**src/rtl/ptmr_pkg.sv**
```systemverilog
// Package ptmr_pkg: shared mode encoding and flag type for the preset timer.
// Assumes a 2-bit mode select; the fourth code is treated as on-delay.
package ptmr_pkg;
    typedef enum logic [1:0] {
        MODE_ON     = 2'b00,
        MODE_OFF    = 2'b01,
        MODE_RET    = 2'b10,
        MODE_ON_ALT = 2'b11
    } ptmr_mode_e;

    typedef struct packed {
        logic en;
        logic tt;
        logic dn;
    } ptmr_flags_t;
endpackage

```
**src/rtl/ptmr_limit.sv**
```systemverilog
// Module ptmr_limit: clamps the preset to the largest positive value that
// the accumulator may hold (2**(W-1)-1).
// Assumes W >= 2. Purely combinational.
module ptmr_limit #(
    parameter int W = 16
) (
    input  logic [W-1:0] preset,
    output logic [W-1:0] lim
);
    localparam logic [W-1:0] ACC_MAX = {1'b0, {(W-1){1'b1}}};

    // choose preset or the clamp ceiling
    always_comb begin
        lim = (preset > ACC_MAX) ? ACC_MAX : preset;
    end
endmodule

```
**src/rtl/ptmr_next.sv**
```systemverilog
// Module ptmr_next: next-state function of the timer for all three modes.
// Assumes lim is already clamped. The reset strobe is applied last so
// that it dominates the rung and the done write (ignored in off-delay).
module ptmr_next
    import ptmr_pkg::*;
#(
    parameter int W = 16
) (
    input  logic [1:0]   mode,
    input  logic         rung,
    input  logic         tick,
    input  logic         res_strobe,
    input  logic         done_wr,
    input  logic         done_wdata,
    input  logic [W-1:0] lim,
    input  logic [W-1:0] acc,
    input  ptmr_flags_t  flags,
    output logic [W-1:0] acc_n,
    output ptmr_flags_t  flags_n
);
    ptmr_mode_e   mode_e;
    logic         can_step;
    logic [W-1:0] acc_step;
    logic         at_lim;

    // decode mode and form the candidate incremented accumulator
    always_comb begin
        mode_e   = ptmr_mode_e'(mode);
        can_step = tick && (acc < lim);
        acc_step = can_step ? acc + W'(1) : acc;
        at_lim   = (acc_step >= lim);
    end

    // per-mode flag and accumulator update, then done write, then reset
    always_comb begin
        acc_n   = acc;
        flags_n = flags;
        if (mode_e == MODE_OFF) begin
            if (rung) begin
                flags_n = '{en: 1'b1, tt: 1'b0, dn: 1'b1};
                acc_n   = '0;
            end else begin
                flags_n.en = 1'b0;
                if (flags.dn) begin
                    acc_n      = acc_step;
                    flags_n.tt = !at_lim;
                    flags_n.dn = !at_lim;
                end else begin
                    flags_n.tt = 1'b0;
                end
            end
        end else begin
            if (rung) begin
                flags_n.en = 1'b1;
                if (!flags.dn) begin
                    acc_n      = acc_step;
                    flags_n.tt = !at_lim;
                    flags_n.dn = at_lim;
                end
            end else begin
                flags_n.en = 1'b0;
                flags_n.tt = 1'b0;
                if (mode_e != MODE_RET) begin
                    flags_n.dn = 1'b0;
                    acc_n      = '0;
                end
            end
        end
        if (done_wr) begin
            flags_n.dn = done_wdata;
        end
        if (res_strobe && (mode_e != MODE_OFF)) begin
            flags_n = '{en: 1'b0, tt: 1'b0, dn: 1'b0};
            acc_n   = '0;
        end
    end
endmodule

```
**src/rtl/ptmr_state.sv**
```systemverilog
// Module ptmr_state: holds the accumulator and the three flags.
// Assumes a synchronous active-low reset.
module ptmr_state
    import ptmr_pkg::*;
#(
    parameter int W = 16
) (
    input  logic         clk,
    input  logic         rst_n,
    input  logic [W-1:0] acc_n,
    input  ptmr_flags_t  flags_n,
    output logic [W-1:0] acc,
    output ptmr_flags_t  flags
);
    // register next state, clearing on reset
    always_ff @(posedge clk) begin
        if (!rst_n) begin
            acc   <= '0;
            flags <= '{en: 1'b0, tt: 1'b0, dn: 1'b0};
        end else begin
            acc   <= acc_n;
            flags <= flags_n;
        end
    end
endmodule

```
**src/rtl/ptmr_unit.sv**
```systemverilog
// Module ptmr_unit: multi-mode preset timer (on-delay, off-delay,
// retentive) with a W-bit accumulator and a status word.
// Assumes tick is a one-cycle strobe from an external prescaler and W >= 4.
module ptmr_unit
    import ptmr_pkg::*;
#(
    parameter int W = 16
) (
    input  logic         clk,
    input  logic         rst_n,
    input  logic         rung,
    input  logic         tick,
    input  logic [1:0]   mode,
    input  logic [W-1:0] preset,
    input  logic         res_strobe,
    input  logic         done_wr,
    input  logic         done_wdata,
    output logic [W-1:0] acc,
    output logic [W-1:0] status
);
    localparam int EN_BIT = W - 1;
    localparam int TT_BIT = W - 2;
    localparam int DN_BIT = W - 3;

    logic [W-1:0] lim;
    logic [W-1:0] acc_n;
    ptmr_flags_t  flags;
    ptmr_flags_t  flags_n;

    ptmr_limit #(.W(W)) u_limit (
        .preset (preset),
        .lim    (lim)
    );

    ptmr_next #(.W(W)) u_next (
        .mode       (mode),
        .rung       (rung),
        .tick       (tick),
        .res_strobe (res_strobe),
        .done_wr    (done_wr),
        .done_wdata (done_wdata),
        .lim        (lim),
        .acc        (acc),
        .flags      (flags),
        .acc_n      (acc_n),
        .flags_n    (flags_n)
    );

    ptmr_state #(.W(W)) u_state (
        .clk     (clk),
        .rst_n   (rst_n),
        .acc_n   (acc_n),
        .flags_n (flags_n),
        .acc     (acc),
        .flags   (flags)
    );

    // assemble the status word from the flags
    always_comb begin
        status         = '0;
        status[EN_BIT] = flags.en;
        status[TT_BIT] = flags.tt;
        status[DN_BIT] = flags.dn;
    end
endmodule

```
**config.mk**
```make
export PLATFORM = sky130hd
export DESIGN_NAME = ptmr_unit
export DESIGN_NICKNAME = d
export VERILOG_FILES = /design/src/rtl/ptmr_pkg.sv /design/src/rtl/ptmr_limit.sv /design/src/rtl/ptmr_next.sv /design/src/rtl/ptmr_state.sv /design/src/rtl/ptmr_unit.sv
export SDC_FILE = /design/constraint.sdc
export NUM_CORES = 1
export LEC_CHECK = 0
export BUFFER_PORTS_ARGS = -buffer_cell sky130_fd_sc_hd__buf_4
export CAP_MARGIN = 20
export CORE_UTILIZATION = 45
export CTS_CLUSTER_DIAMETER = 60
export DETAILED_ROUTE_END_ITERATION = 8
export MAX_ROUTING_LAYER = met4
export PLACE_DENSITY_LB_ADDON = 0.2
export SYNTH_ARGS = -nofsm -noshare
export SYNTH_HDL_FRONTEND = slang
export SYNTH_SLANG_ARGS = --single-unit
```
**constraint.sdc**
```tcl
create_clock -name clk -period 7.3 [get_ports clk]
set_input_delay 1.46 -clock clk [delete_from_list [all_inputs] [get_ports clk]]
set_output_delay 1.46 -clock clk [all_outputs]
set_load 0.005 [all_outputs]
```
======== Word level (Yosys, flattened, before mapping) ========
Cells that the tools add are included.
W data, S select, Z words.
cells by class
  equal/unequal tests ..................... 5
  shift operators ......................... 0
  order comparisons ....................... 3
  bitwise operators ....................... 1
  div/mod/pow operators ................... 0
  add/subtract/negate cells ............... 1
  multipliers ............................. 0
  reductions and logical operators ........ 7
  muxes and demuxes ....................... 15
operator list
  kind                     number
  $mux W16                 8
  $add A16 B1 Y16 const B  1
  $ge A16 B16 Y1           1
  $gt A16 B15 Y1 const B   1
  $lt A16 B16 Y1           1
  $mux W3                  3
  $reduce_bool A4 Y1       1
  $mux W1                  3
  $ne A3 B2 Y1 const B     1
  $ne A3 B3 Y1 const B     1
  $reduce_and A3 Y1        1
  $reduce_bool A3 Y1       1
  $eq A2 B1 Y1 const B     1
  $logic_and A1 B1 Y1      2
  $mux W2                  1
  $ne A2 B1 Y1 const B     1
  $ne A2 B2 Y1 const B     1
  $reduce_or A2 Y1         1
  $logic_not A1 Y1         1
  $not A1 Y1               1
storage, ports and cells
  bits in read-only memories .............. 0
  memories kept ........................... 0
  input bits .............................. 25
  bits in latches ......................... 0
  register bits ........................... 19
  output and inout bits ................... 32
  memory bits (writable) .................. 0
  word-level logic and storage cells ...... 36

======== Logic depth before layout (Yosys ltp) ========
Gate-level depths: netlist (run 1).
  word-level depth ........................ 11
  gate-level depth with buffers ........... 20
  depth with buffers taken out ............ 17

======== Cells and area by module ========
A second synthesis (run 1) with hierarchy kept.
second synthesis, totals
  cells, all modules ...................... 389
  area, all modules ....................... 2808.9 um^2
by module, submodules not included
  module      instances  area each (um^2)  cells an instance  sequential area each (um^2)
  ptmr_next   1          2062.0            318                0.0
  ptmr_state  1          529.3             39                 380.4
  ptmr_limit  1          116.4             18                 0.0
  ptmr_unit   1          101.3             14                 0.0

======== Worst setup path before layout (run 1) ========
No wires, ideal clock.
  path type ............................... in2reg
  from .................................... input preset[15]
  to ...................................... register, netlist name u_state.flags[0]
  setup slack ............................. 1.951 ns
  data required time ...................... 7.214 ns
  cell stages on the path ................. 19
  arrival time ............................ 5.263 ns
  path buffers ............................ 2
  setup time .............................. 0.086 ns
  cell sequence ........................... clkbuf_1 > nor2_1 > ha_1 > a21oi_1 > nand2_1 > a2111oi_2 > o21a_1 > buf_4 > nand4_4 > nor3_1 > xor2_1 > ha_1 > a21oi_1 > o21ai_0 > nand3_1 > a21oi_1 > a2111oi_0 > a41oi_1 > a221oi_2
on the way
  cells in the longest elaborated chain, start to end .. 11
  elaborated cells on any way between the ends .. 13
  those cells by class .................... order compare (3); mux (8); reduce/logical (2)
RTL lines
  element              line              source
  start, declared      ptmr_unit.sv:14   input logic [W-1:0] preset,
  $gt A16 B15 Y1       ptmr_limit.sv:14  lim = (preset > ACC_MAX) ? ACC_MAX : preset;
  $mux W16 (*)         ptmr_limit.sv:14
  $lt A16 B16 Y1       ptmr_next.sv:29   can_step = tick && (acc < lim);
  $logic_and A1 B1 Y1  ptmr_next.sv:29
  $mux W16             ptmr_next.sv:30   acc_step = can_step ? acc + W'(1) : acc;
  $ge A16 B16 Y1 (*)   ptmr_next.sv:31   at_lim = (acc_step >= lim);
  $logic_not A1 Y1     ptmr_next.sv:47   flags_n.dn = !at_lim;
  $mux W1              ptmr_next.sv:44   if (flags.dn) begin
  $mux W3              ptmr_next.sv:39   if (rung) begin
  $mux W3 (*)          ptmr_next.sv:38   if (mode_e == MODE_OFF) begin
  $mux W1 (*)          ptmr_next.sv:69   if (done_wr) begin
Every way passes the cells marked *; elsewhere a longest branch is shown, timed or not. The select of a mux whose other input is x is not followed.
A chain may end at the register's enable or synchronous reset.

======== Worst setup path after layout (run 1) ========
  from .................................... input preset[15]
  to ...................................... register, netlist name u_state.flags[0]
on the way
  cells in the longest elaborated chain, start to end .. 11
  elaborated cells on any way between the ends .. 13
  those cells by class .................... order compare (3); mux (8); reduce/logical (2)
RTL lines
  element              line
  $gt A16 B15 Y1       ptmr_limit.sv:14
  $mux W16 (*)         ptmr_limit.sv:14
  $lt A16 B16 Y1       ptmr_next.sv:29
  $logic_and A1 B1 Y1  ptmr_next.sv:29
  $mux W16             ptmr_next.sv:30
  $ge A16 B16 Y1 (*)   ptmr_next.sv:31
  $logic_not A1 Y1     ptmr_next.sv:47
  $mux W1              ptmr_next.sv:44
  $mux W3              ptmr_next.sv:39
  $mux W3 (*)          ptmr_next.sv:38
  $mux W1 (*)          ptmr_next.sv:69
Marks and branches as above.

==> impl_metrics.csv, run 1 <==
group,metric,value,unit
route,wl,5.25,mm
critical_path,r2r_cells,15,
clock_tree,cts_tree,"yes",
synth,synth-edff-count,0,
grt,grt_pass1_wl,8.98,mm
sta,hold_viol,0,
synth,ys_seq_area_frac,0.178,
synth,post_synth_instance_area,0.00213,mm^2
clock_tree,postCtsResizedCells,0,
synth,synthTopCellsByCount,"nand2_1, ha_1, nor2_1",
critical_path,critPathCaptureType,"flip-flop",
synth,ys_warn_count,0,
layout,fin_nets,377,
clock_tree,clock-sinks,19,
floorplan,dieArea,0.00502,mm^2
critical_path,setup.worst_path.class,"input port to flip-flop",
power_and_ir_drop,p_leak,1.10,nW
sta,setup_ws,1.67,ns
layout,syn_to_final_growth,16.6,%
clock_tree,cts_buffers,3,
grt,grt_overflow,0,
power_and_ir_drop,cellPowerDensity,93.2,mW/mm^2
synth,yosysTopAreaCell,"dfxtp_1",
layout,final_core_util,0.560,
place,io_buffers,43,
status,status,"finished, final reports clean",
sta,skew,0.00248,ns
critical_path,cp.arrival,5.81,ns
route,num_vias,2158,
layout,fin_cells,373,
floorplan,initial_core_util,0.480,
critical_path,regToRegSetupSlack,2.64,ns
synth,syn_avg_cell_area,7.57,um^2
grt,antenna_found_initial,0,
grt,grt_pass1_vias,1900,
layout,fin_area,0.00249,mm^2
sta,min_period_over_period,0.771,
route,ant_nets,0,
route,drtIter0Drc,116,
synth,synth_top_flop_cell,"dfxtp_1",
route,routed_via_density,5.79,
layout,diodes,0,
flow_run,max_cap_violations,0,
hold_path,hold_path.class,"flip-flop to flip-flop",
synth,netlist.area_leader.share,0.178,
clock_tree,htreeDepth,1,
floorplan,row_count,24,
critical_path,r2r_start,"u_state.acc[11]$_SDFFE_PP0P_",
sta,setup_viol,0,
place,gp_congestion,0.869,
critical_path,setup.worst_path.end,"u_state.flags[0]$_SDFFE_PP0P_",
sta,finalMaxSlewViolations,0,
floorplan,core,0.00444,mm^2
clock_tree,post_cts_buffers,0,
clock_tree,ctsHoldBuffers,0,
floorplan,die_y,70.9,um
layout,layout-drive-gt1-share,0.168,
critical_path,required,7.48,ns
synth,yosys-top-cells-area,"dfxtp_1, ha_1, nand2_1, a31oi_1, nor2_1",
floorplan,io_pins,57,
clock_tree,root_buffer,"clkbuf_8",
sta,finalCriticalPeriod,5.63,ns
synth,synth_seq_cells,19,
power_and_ir_drop,ir_worst_vdd,0.0000466,V
sta,rsz0062_at_grt,"no",
critical_path,crit_path_start,"preset[15]",
critical_path,crit_fanout,16,
synth,yosysMostFrequentCell,"nand2_1",
grt,grtUsageTotal,0.228,
sta,tns,0,ns
synth,syn_inst,282,
clock_tree,clk_latency,0.27,ns
clock_tree,cts_buffer_depth,2,
place,placedCellCount,368,
critical_path,reg2reg_to,"u_state.flags[0]$_SDFFE_PP0P_",
synth,ys_types,50,
sta,tightest_slew,0.650,ns
floorplan,fp.dieW,70.9,um
grt,grt_max_degree,20,
route,wl_per_cell,14.1,um
route,drc,0,
place,place_ws,1.10,ns
clock_tree,cts.clk_slew.worst_paths,0.08,ns
route,first_pass_iters,8,
synth,async_flop_share,0,
place,placed_area,0.00243,mm^2
sta,slew_headroom,0.566,
place,hpwl,4.16,mm
critical_path,start_kind,"input port",
sta,fmax,178,MHz
## registers in the layout, indices dropped and copies added (netlist names)
name           count
u_state.flags      3
u_state.acc       16
## cell families (layout without fill, tap and decap cells)
group	count (synthesis)	count (layout)	share of synthesized area
AOI/OAI and AO/OA	75	75	0.236
buffers and inverters	30	56	0.0797
xor gates and xnor gates	14	14	0.0574
and+or+nand+nor	112	112	0.269
DFF	19	19	0.178
adders and majority gates	30	30	0.176
other	2	15	0.00352
## cell type report
type	instances	area, um^2
well taps	52	65.1
fillers	452	1960
inverters	8	30.0
flip-flops and latches	19	380
repair buffers	44	335
clock buffers	4	45.0
multi-input cells	246	1630
## stage by stage
step,hold slack (ns),power (mW)
floorplan,0.477,0.142
global placement,0.487,0.155
detailed placement,0.477,0.155
CTS,0.504,0.232
global route,0.531,0.244
finish,0.504,0.232
## metal layers
metal | track usage | routed length (um) | vias to the layer above
li1 | - | - | 1105
met1 | 0.329 | 2580 | 962
met2 | 0.333 | 2270 | 86
met3 | 0.0242 | 341 | 5
met4 | 0.0711 | 60 | 0
met5 | - | 0 | -
## placed cells by master, fill, tap and decap left out, types with 3 or more instances in the layout
cell and count:
a211oi_1 3, a21oi_1 14, a31oi_1 19, a41oi_1 4, and2_1 4, and4_1 3, buf_4 43, clkbuf_8 3
conb_1 15, dfxtp_1 19, ha_1 30, inv_1 7, nand2_1 33, nand2b_1 3, nand3_1 10, nand4_1 9
nor2_1 30, nor3_1 5, o211ai_1 3, o21ai_0 14, xnor2_1 9, xor2_1 5
## power breakdown
| part | switching, mW | internal, mW | total [mW] |
|---|---|---|---|
| Sequential | 0.00144 | 0.105 | 0.106 |
| Combinational | 0.0268 | 0.0208 | 0.0475 |
| Clock | 0.0395 | 0.0390 | 0.0785 |
## critical path: stages
cell	delay, ns
buf_4	0.16
nor2_1	0.20
ha_1	0.31
a21oi_1	0.16
a31oi_1	0.11
a2111oi_2	0.43
o21a_1	0.39
and4_1	0.48
nand2_1	0.11
xnor2_1	0.15
ha_1	0.33
nand4_1	0.09
nor3_1	0.33
o221ai_1	0.23
a311o_1	0.41
a41o_1	0.24
a221oi_2	0.21
## worst min path at each step
stage,from,endpoint,slack (ns),depth (start not counted)
2_1_floorplan,u_state.flags[1]$_SDFFE_PP0P_,u_state.flags[1]$_SDFFE_PP0P_,0.48,2
3_3_place_gp,u_state.flags[1]$_SDFFE_PP0P_,u_state.flags[1]$_SDFFE_PP0P_,0.49,2
3_5_place_dp,u_state.flags[1]$_SDFFE_PP0P_,u_state.flags[1]$_SDFFE_PP0P_,0.48,2
4_1_cts,u_state.flags[1]$_SDFFE_PP0P_,u_state.flags[1]$_SDFFE_PP0P_,0.50,2
5_1_grt,u_state.flags[1]$_SDFFE_PP0P_,u_state.flags[1]$_SDFFE_PP0P_,0.53,2
6_report,u_state.flags[1]$_SDFFE_PP0P_,u_state.flags[1]$_SDFFE_PP0P_,0.50,2
(Power assumes the default switching activity.)
==> run 2: changes to the inputs <==
- clock period: 7.3 -> 5.9 ns (I/O delays scaled with it)
==> impl_metrics.csv, run 2 (synthesis gave the netlist of run 1 again) <==
group,metric,value,unit
critical_path,r2r_cells,15,
critical_path,reg2reg_to,"u_state.flags[0]$_SDFFE_PP0P_",
clock_tree,cts_buffer_depth,2,
floorplan,initial_core_util,0.480,
layout,fin_nets,380,
clock_tree,clk_latency,0.27,ns
layout,largest_reg_flops,16,
sta,tightest_slew,0.649,ns
clock_tree,cts_buffers,3,
grt,grt_pass1_wl,8.91,mm
critical_path,cp.arrival,5.38,ns
grt,grt_max_degree,20,
critical_path,regToRegSetupSlack,1.39,ns
sta,fmax,192,MHz
layout,mostFrequentLayoutCell,"buf_4",
route,ant_nets,0,
sta,skew,0.00620,ns
floorplan,io_pins,57,
critical_path,crit_path_start,"preset[15]",
route,drtIter0Drc,126,
layout,layout-drive-gt1-share,0.179,
floorplan,core,0.00444,mm^2
hold_path,min_path_cells,2,
critical_path,setup.worst_path.class,"input port to flip-flop",
power_and_ir_drop,p_leak,1.12,nW
critical_path,r2r_start,"u_state.acc[11]$_SDFFE_PP0P_",
route,routed_via_density,5.71,
clock_tree,post_cts_buffers,0,
sta,slew_headroom,0.567,
critical_path,required,6.08,ns
sta,rsz0062_at_grt,"no",
place,placedCellCount,372,
layout,final_core_util,0.564,
clock_tree,postCtsResizedCells,0,
grt,antenna_found_initial,0,
flow_run,max_cap_violations,0,
route,num_vias,2147,
clock_tree,cts.clk_slew.worst_paths,0.07,ns
status,violations,"design-rule violations",
layout,syn_to_final_growth,17.4,%
hold_path,hold_path.class,"flip-flop to flip-flop",
route,first_pass_iters,8,
clock_tree,cts_tree,"yes",
sta,min_period_over_period,0.882,
clock_tree,root_buffer,"clkbuf_8",
clock_tree,htreeDepth,1,
place,gp_congestion,0.848,
critical_path,start_kind,"input port",
layout,reg.largest.list,"u_state.acc (16), u_state.flags (3)",
floorplan,row_count,24,
clock_tree,clock-sinks,19,
hold_path,hold_end,"u_state.flags[1]$_SDFFE_PP0P_",
layout,regMostFlops,"u_state.acc",
floorplan,dieArea,0.00502,mm^2
sta,setup_viol,0,
sta,hold_viol,0,
grt,grt_overflow,0,
layout,diodes,0,
status,status,"finished, violations left",
grt,grt_pass1_vias,1887,
route,wl_per_cell,14.1,um
critical_path,critPathCaptureType,"flip-flop",
place,hpwl,4.24,mm
sta,finalCriticalPeriod,5.20,ns
layout,num-fill-cells,446,
sta,tns,0,ns
floorplan,die_y,70.9,um
place,io_buffers,43,
hold_path,min-delay-start,"u_state.flags[1]$_SDFFE_PP0P_",
clock_tree,ctsHoldBuffers,0,
power_and_ir_drop,ir_worst_vdd,0.0000672,V
layout,fin_cells,376,
layout,layout_common_cells,"buf_4, nand2_1, nor2_1, ha_1",
sta,finalMaxSlewViolations,0,
sta,holdWs,0.508,ns
floorplan,fp.dieW,70.9,um
critical_path,crit_fanout,16,
grt,grtUsageTotal,0.224,
route,wl,5.32,mm
route,drc,10,
power_and_ir_drop,cellPowerDensity,114,mW/mm^2
## run 2: cell types whose count changed in the layout (fill, tap and decap cells not counted)
cell and change:
buf_4 +4, dlymetal6s2s_1 -1
## run 2: worst max-delay path: stages
cell and delay, ns:
buf_4 0.16, nor2_1 0.20, ha_1 0.30, a21oi_1 0.16
a31oi_1 0.11, a2111oi_2 0.41, o21a_1 0.40, and4_1 0.39
nand2_1 0.11, xnor2_1 0.14, ha_1 0.30, nand4_1 0.09
nor3_1 0.34, o221ai_1 0.23, a311o_1 0.41, a41o_1 0.24
a221oi_2 0.22
## run 2: final cells by class
cell class | count | area (um^2) | area share
tap | 52 | 65.1 | 0.0260
clock buffer | 4 | 45.0 | 0.0180
sequential | 19 | 380 | 0.152
timing repair buffer | 47 | 353 | 0.141
multi-input combinational | 246 | 1630 | 0.652
inverter | 8 | 30.0 | 0.0120
## run 2: metal layers
layer  share of wire  up-vias  track usage
met2            0.41       82        0.317
met4           0.013        0       0.0756
li1                -     1102            -
met3           0.054        7       0.0214
met1            0.52      956        0.328
met5               0        -            -
## run 2: worst max path at each step
stage               cells after the start  slack [ns]                            end
floorplan                              19        0.83  u_state.flags[0]$_SDFFE_PP0P_
CTS                                    17        0.70  u_state.flags[0]$_SDFFE_PP0P_
global route                           17        0.31  u_state.flags[0]$_SDFFE_PP0P_
finish                                 17        0.70  u_state.flags[0]$_SDFFE_PP0P_
detailed placement                     17        0.42  u_state.flags[0]$_SDFFE_PP0P_
global placement                       17        0.60  u_state.flags[0]$_SDFFE_PP0P_
## run 2: metrics by stage
step	power (mW)	area, um^2	worst slack, ns
floorplan	0.175	2180	0.831
global placement	0.192	2460	0.597
detailed placement	0.193	2460	0.422
CTS	0.287	2510	0.697
global route	0.301	2510	0.312
finish	0.286	2510	0.696
## run 2: where the power goes
group | internal, mW | leakage [nW] | switching, mW
registers | 0.130 | 0.154 | 0.00172
clock network | 0.0482 | 0.0228 | 0.0476
logic | 0.0256 | 0.944 | 0.0333
==> run 3: changes to the inputs <==
- BUFFER_PORTS_ARGS: -buffer_cell sky130_fd_sc_hd__buf_4 -> -buffer_cell sky130_fd_sc_hd__buf_2
- clock period: 5.9 -> 6.2 ns (I/O delays scaled with it)
==> impl_metrics.csv, run 3 (synthesis gave the netlist of run 1 again) <==
group,metric,value,unit
power_and_ir_drop,cellPowerDensity,111,mW/mm^2
clock_tree,cts_buffers,3,
grt,grt_pass1_vias,1931,
clock_tree,cts_buffer_depth,2,
sta,finalCriticalPeriod,5.42,ns
layout,num-fill-cells,427,
sta,rsz0062_at_grt,"no",
sta,slew_headroom,0.551,
critical_path,crit_fanout,16,
critical_path,start_kind,"input port",
clock_tree,cts_tree,"yes",
power_and_ir_drop,netSwitchingPower,0.0777,mW
floorplan,die_y,70.9,um
clock_tree,root_buffer,"clkbuf_8",
layout,fin_nets,379,
sta,fmax,184,MHz
power_and_ir_drop,total_power,0.265,mW
clock_tree,post_cts_buffers,0,
sta,hold_viol,0,
place,gp_congestion,0.866,
clock_tree,clk_latency,0.26,ns
layout,ff_latch_area,380,um^2
layout,layout_common_cells,"buf_2, nand2_1, nor2_1, ha_1",
route,wl,5.48,mm
layout,syn_to_final_growth,12.1,%
power_and_ir_drop,netSwitchingFraction,0.293,
critical_path,cp.arrival,5.59,ns
sta,setup_viol,0,
floorplan,io_pins,57,
floorplan,core,0.00444,mm^2
power_and_ir_drop,sequentialPowerShare,0.470,
sta,skew,0.00126,ns
layout,mostFrequentLayoutCell,"buf_2",
route,wl_per_cell,14.6,um
power_and_ir_drop,clock_power_share,0.334,
grt,grt_overflow,0,
clock_tree,ctsHoldBuffers,0,
sta,finalMaxSlewViolations,0,
layout,largest_reg_flops,16,
critical_path,regToRegSetupSlack,1.56,ns
route,routed_via_density,5.83,
layout,layout-drive-gt1-share,0.180,
sta,tns,0,ns
critical_path,setup.worst_path.class,"input port to flip-flop",
clock_tree,cts.clk_slew.worst_paths,0.08,ns
sta,tightest_slew,0.673,ns
grt,grtUsageTotal,0.229,
grt,grt_pass1_wl,9.05,mm
floorplan,row_count,24,
place,hpwl,4.30,mm
layout,multi_input_area,0.00163,mm^2
route,num_vias,2185,
hold_path,hold_path.class,"flip-flop to flip-flop",
sta,min_period_over_period,0.874,
clock_tree,postCtsResizedCells,0,
route,first_pass_iters,9,
critical_path,max_stage_delay,0.43,ns
floorplan,initial_core_util,0.480,
critical_path,cp_cell_sequence,"buf_2 > nor2_1 > ha_1 > a21oi_1 > nand2_1 > a2111oi_2 > o21a_1 > nand4_4 > nor3_1 > xor2_1 > ha_1 > nand2_1 > nor3_1 > o221ai_1 > a311o_1 > a41o_1 > a221oi_2",
power_and_ir_drop,pwr-share-comb,0.195,
flow_run,max_cap_violations,0,
critical_path,required,6.37,ns
grt,antenna_found_initial,0,
power_and_ir_drop,ir_worst_vdd,0.0000833,V
place,io_buffers,43,
layout,diodes,0,
floorplan,dieArea,0.00502,mm^2
power_and_ir_drop,intPower,0.188,mW
layout,reg.largest.list,"u_state.acc (16), u_state.flags (3)",
route,ant_nets,0,
clock_tree,htreeDepth,1,
floorplan,fp.dieW,70.9,um
route,drtIter0Drc,150,
grt,grt_max_degree,20,
route,drc,0,
critical_path,critPathCaptureType,"flip-flop",
status,status,"finished, final reports clean",
power_and_ir_drop,p_leak,1.10,nW
critical_path,crit_slowest_cell,"a2111oi_2",
layout,regMostFlops,"u_state.acc",
clock_tree,clock-sinks,19,
==> run 3: cell types whose count changed in the layout (fill, tap and decap cells not counted) <==
cell and change:
buf_2 +43, buf_4 -44, clkbuf_1 -1, clkinv_2 +1
==> run 3: stage by stage <==
| stage | hold WS (ns) | cells | utilization | instance area, um^2 | worst slack [ns] |
|---|---|---|---|---|---|
| 3_5_place_dp | 0.481 | 371 | 0.528 | 2350 | 0.583 |
| 4_1_cts | 0.505 | 375 | 0.538 | 2390 | 0.842 |
| 2_1_floorplan | 0.477 | 295 | - | 2180 | 1.07 |
| 6_report | 0.501 | 375 | 0.538 | 2390 | 0.780 |
| 5_1_grt | 0.543 | 375 | 0.538 | 2390 | 0.478 |
| 3_3_place_gp | 0.484 | 371 | 0.528 | 2350 | 0.748 |
==> run 3: final cells by class <==
cell class | instances | share of cell area
inverter | 8 | 0.0126
tap | 52 | 0.0272
clock buffer | 3 | 0.0173
multi-input combinational | 246 | 0.683
clock inverter | 1 | 0.00209
sequential | 19 | 0.159
timing repair buffer | 46 | 0.0994
==> run 3: critical path, delay by kind of cell <==
| kind | cells | cell delay (ns) |
|---|---|---|
| AOI/OAI and AO/OA | 7 | 2.13 |
| buffers and inverters | 1 | 0.23 |
| and+or+nand+nor | 6 | 1.19 |
| xor gates and xnor gates | 1 | 0.13 |
| adders and majority gates | 2 | 0.65 |
==> run 3: path summary, 6_finish.rpt <==
path	startpoint	endpoint	depth (start not counted)
max	preset[15]	u_state.flags[0]$_SDFFE_PP0P_	17
max reg2reg	u_state.acc[11]$_SDFFE_PP0P_	u_state.flags[0]$_SDFFE_PP0P_	15
min	u_state.flags[1]$_SDFFE_PP0P_	u_state.flags[1]$_SDFFE_PP0P_	2
min reg2reg	u_state.flags[1]$_SDFFE_PP0P_	u_state.flags[1]$_SDFFE_PP0P_	2
==> run 3: metal layers <==
metal | track usage | share of wire | vias to the layer above
met5 | - | 0 | -
met2 | 0.344 | 0.42 | 103
met4 | 0.0511 | 0.0095 | 0
met3 | 0.0185 | 0.066 | 4
met1 | 0.333 | 0.51 | 975
li1 | - | - | 1103
==> run 3: power groups by stage <==
stage | Combinational (mW) | Sequential [mW] | Clock, mW
floorplan | 0.0394 | 0.127 | 0
global placement | 0.0507 | 0.128 | 0
detailed placement | 0.0509 | 0.128 | 0
CTS | 0.0514 | 0.125 | 0.0897
global route | 0.0585 | 0.125 | 0.0967
finish | 0.0519 | 0.125 | 0.0886
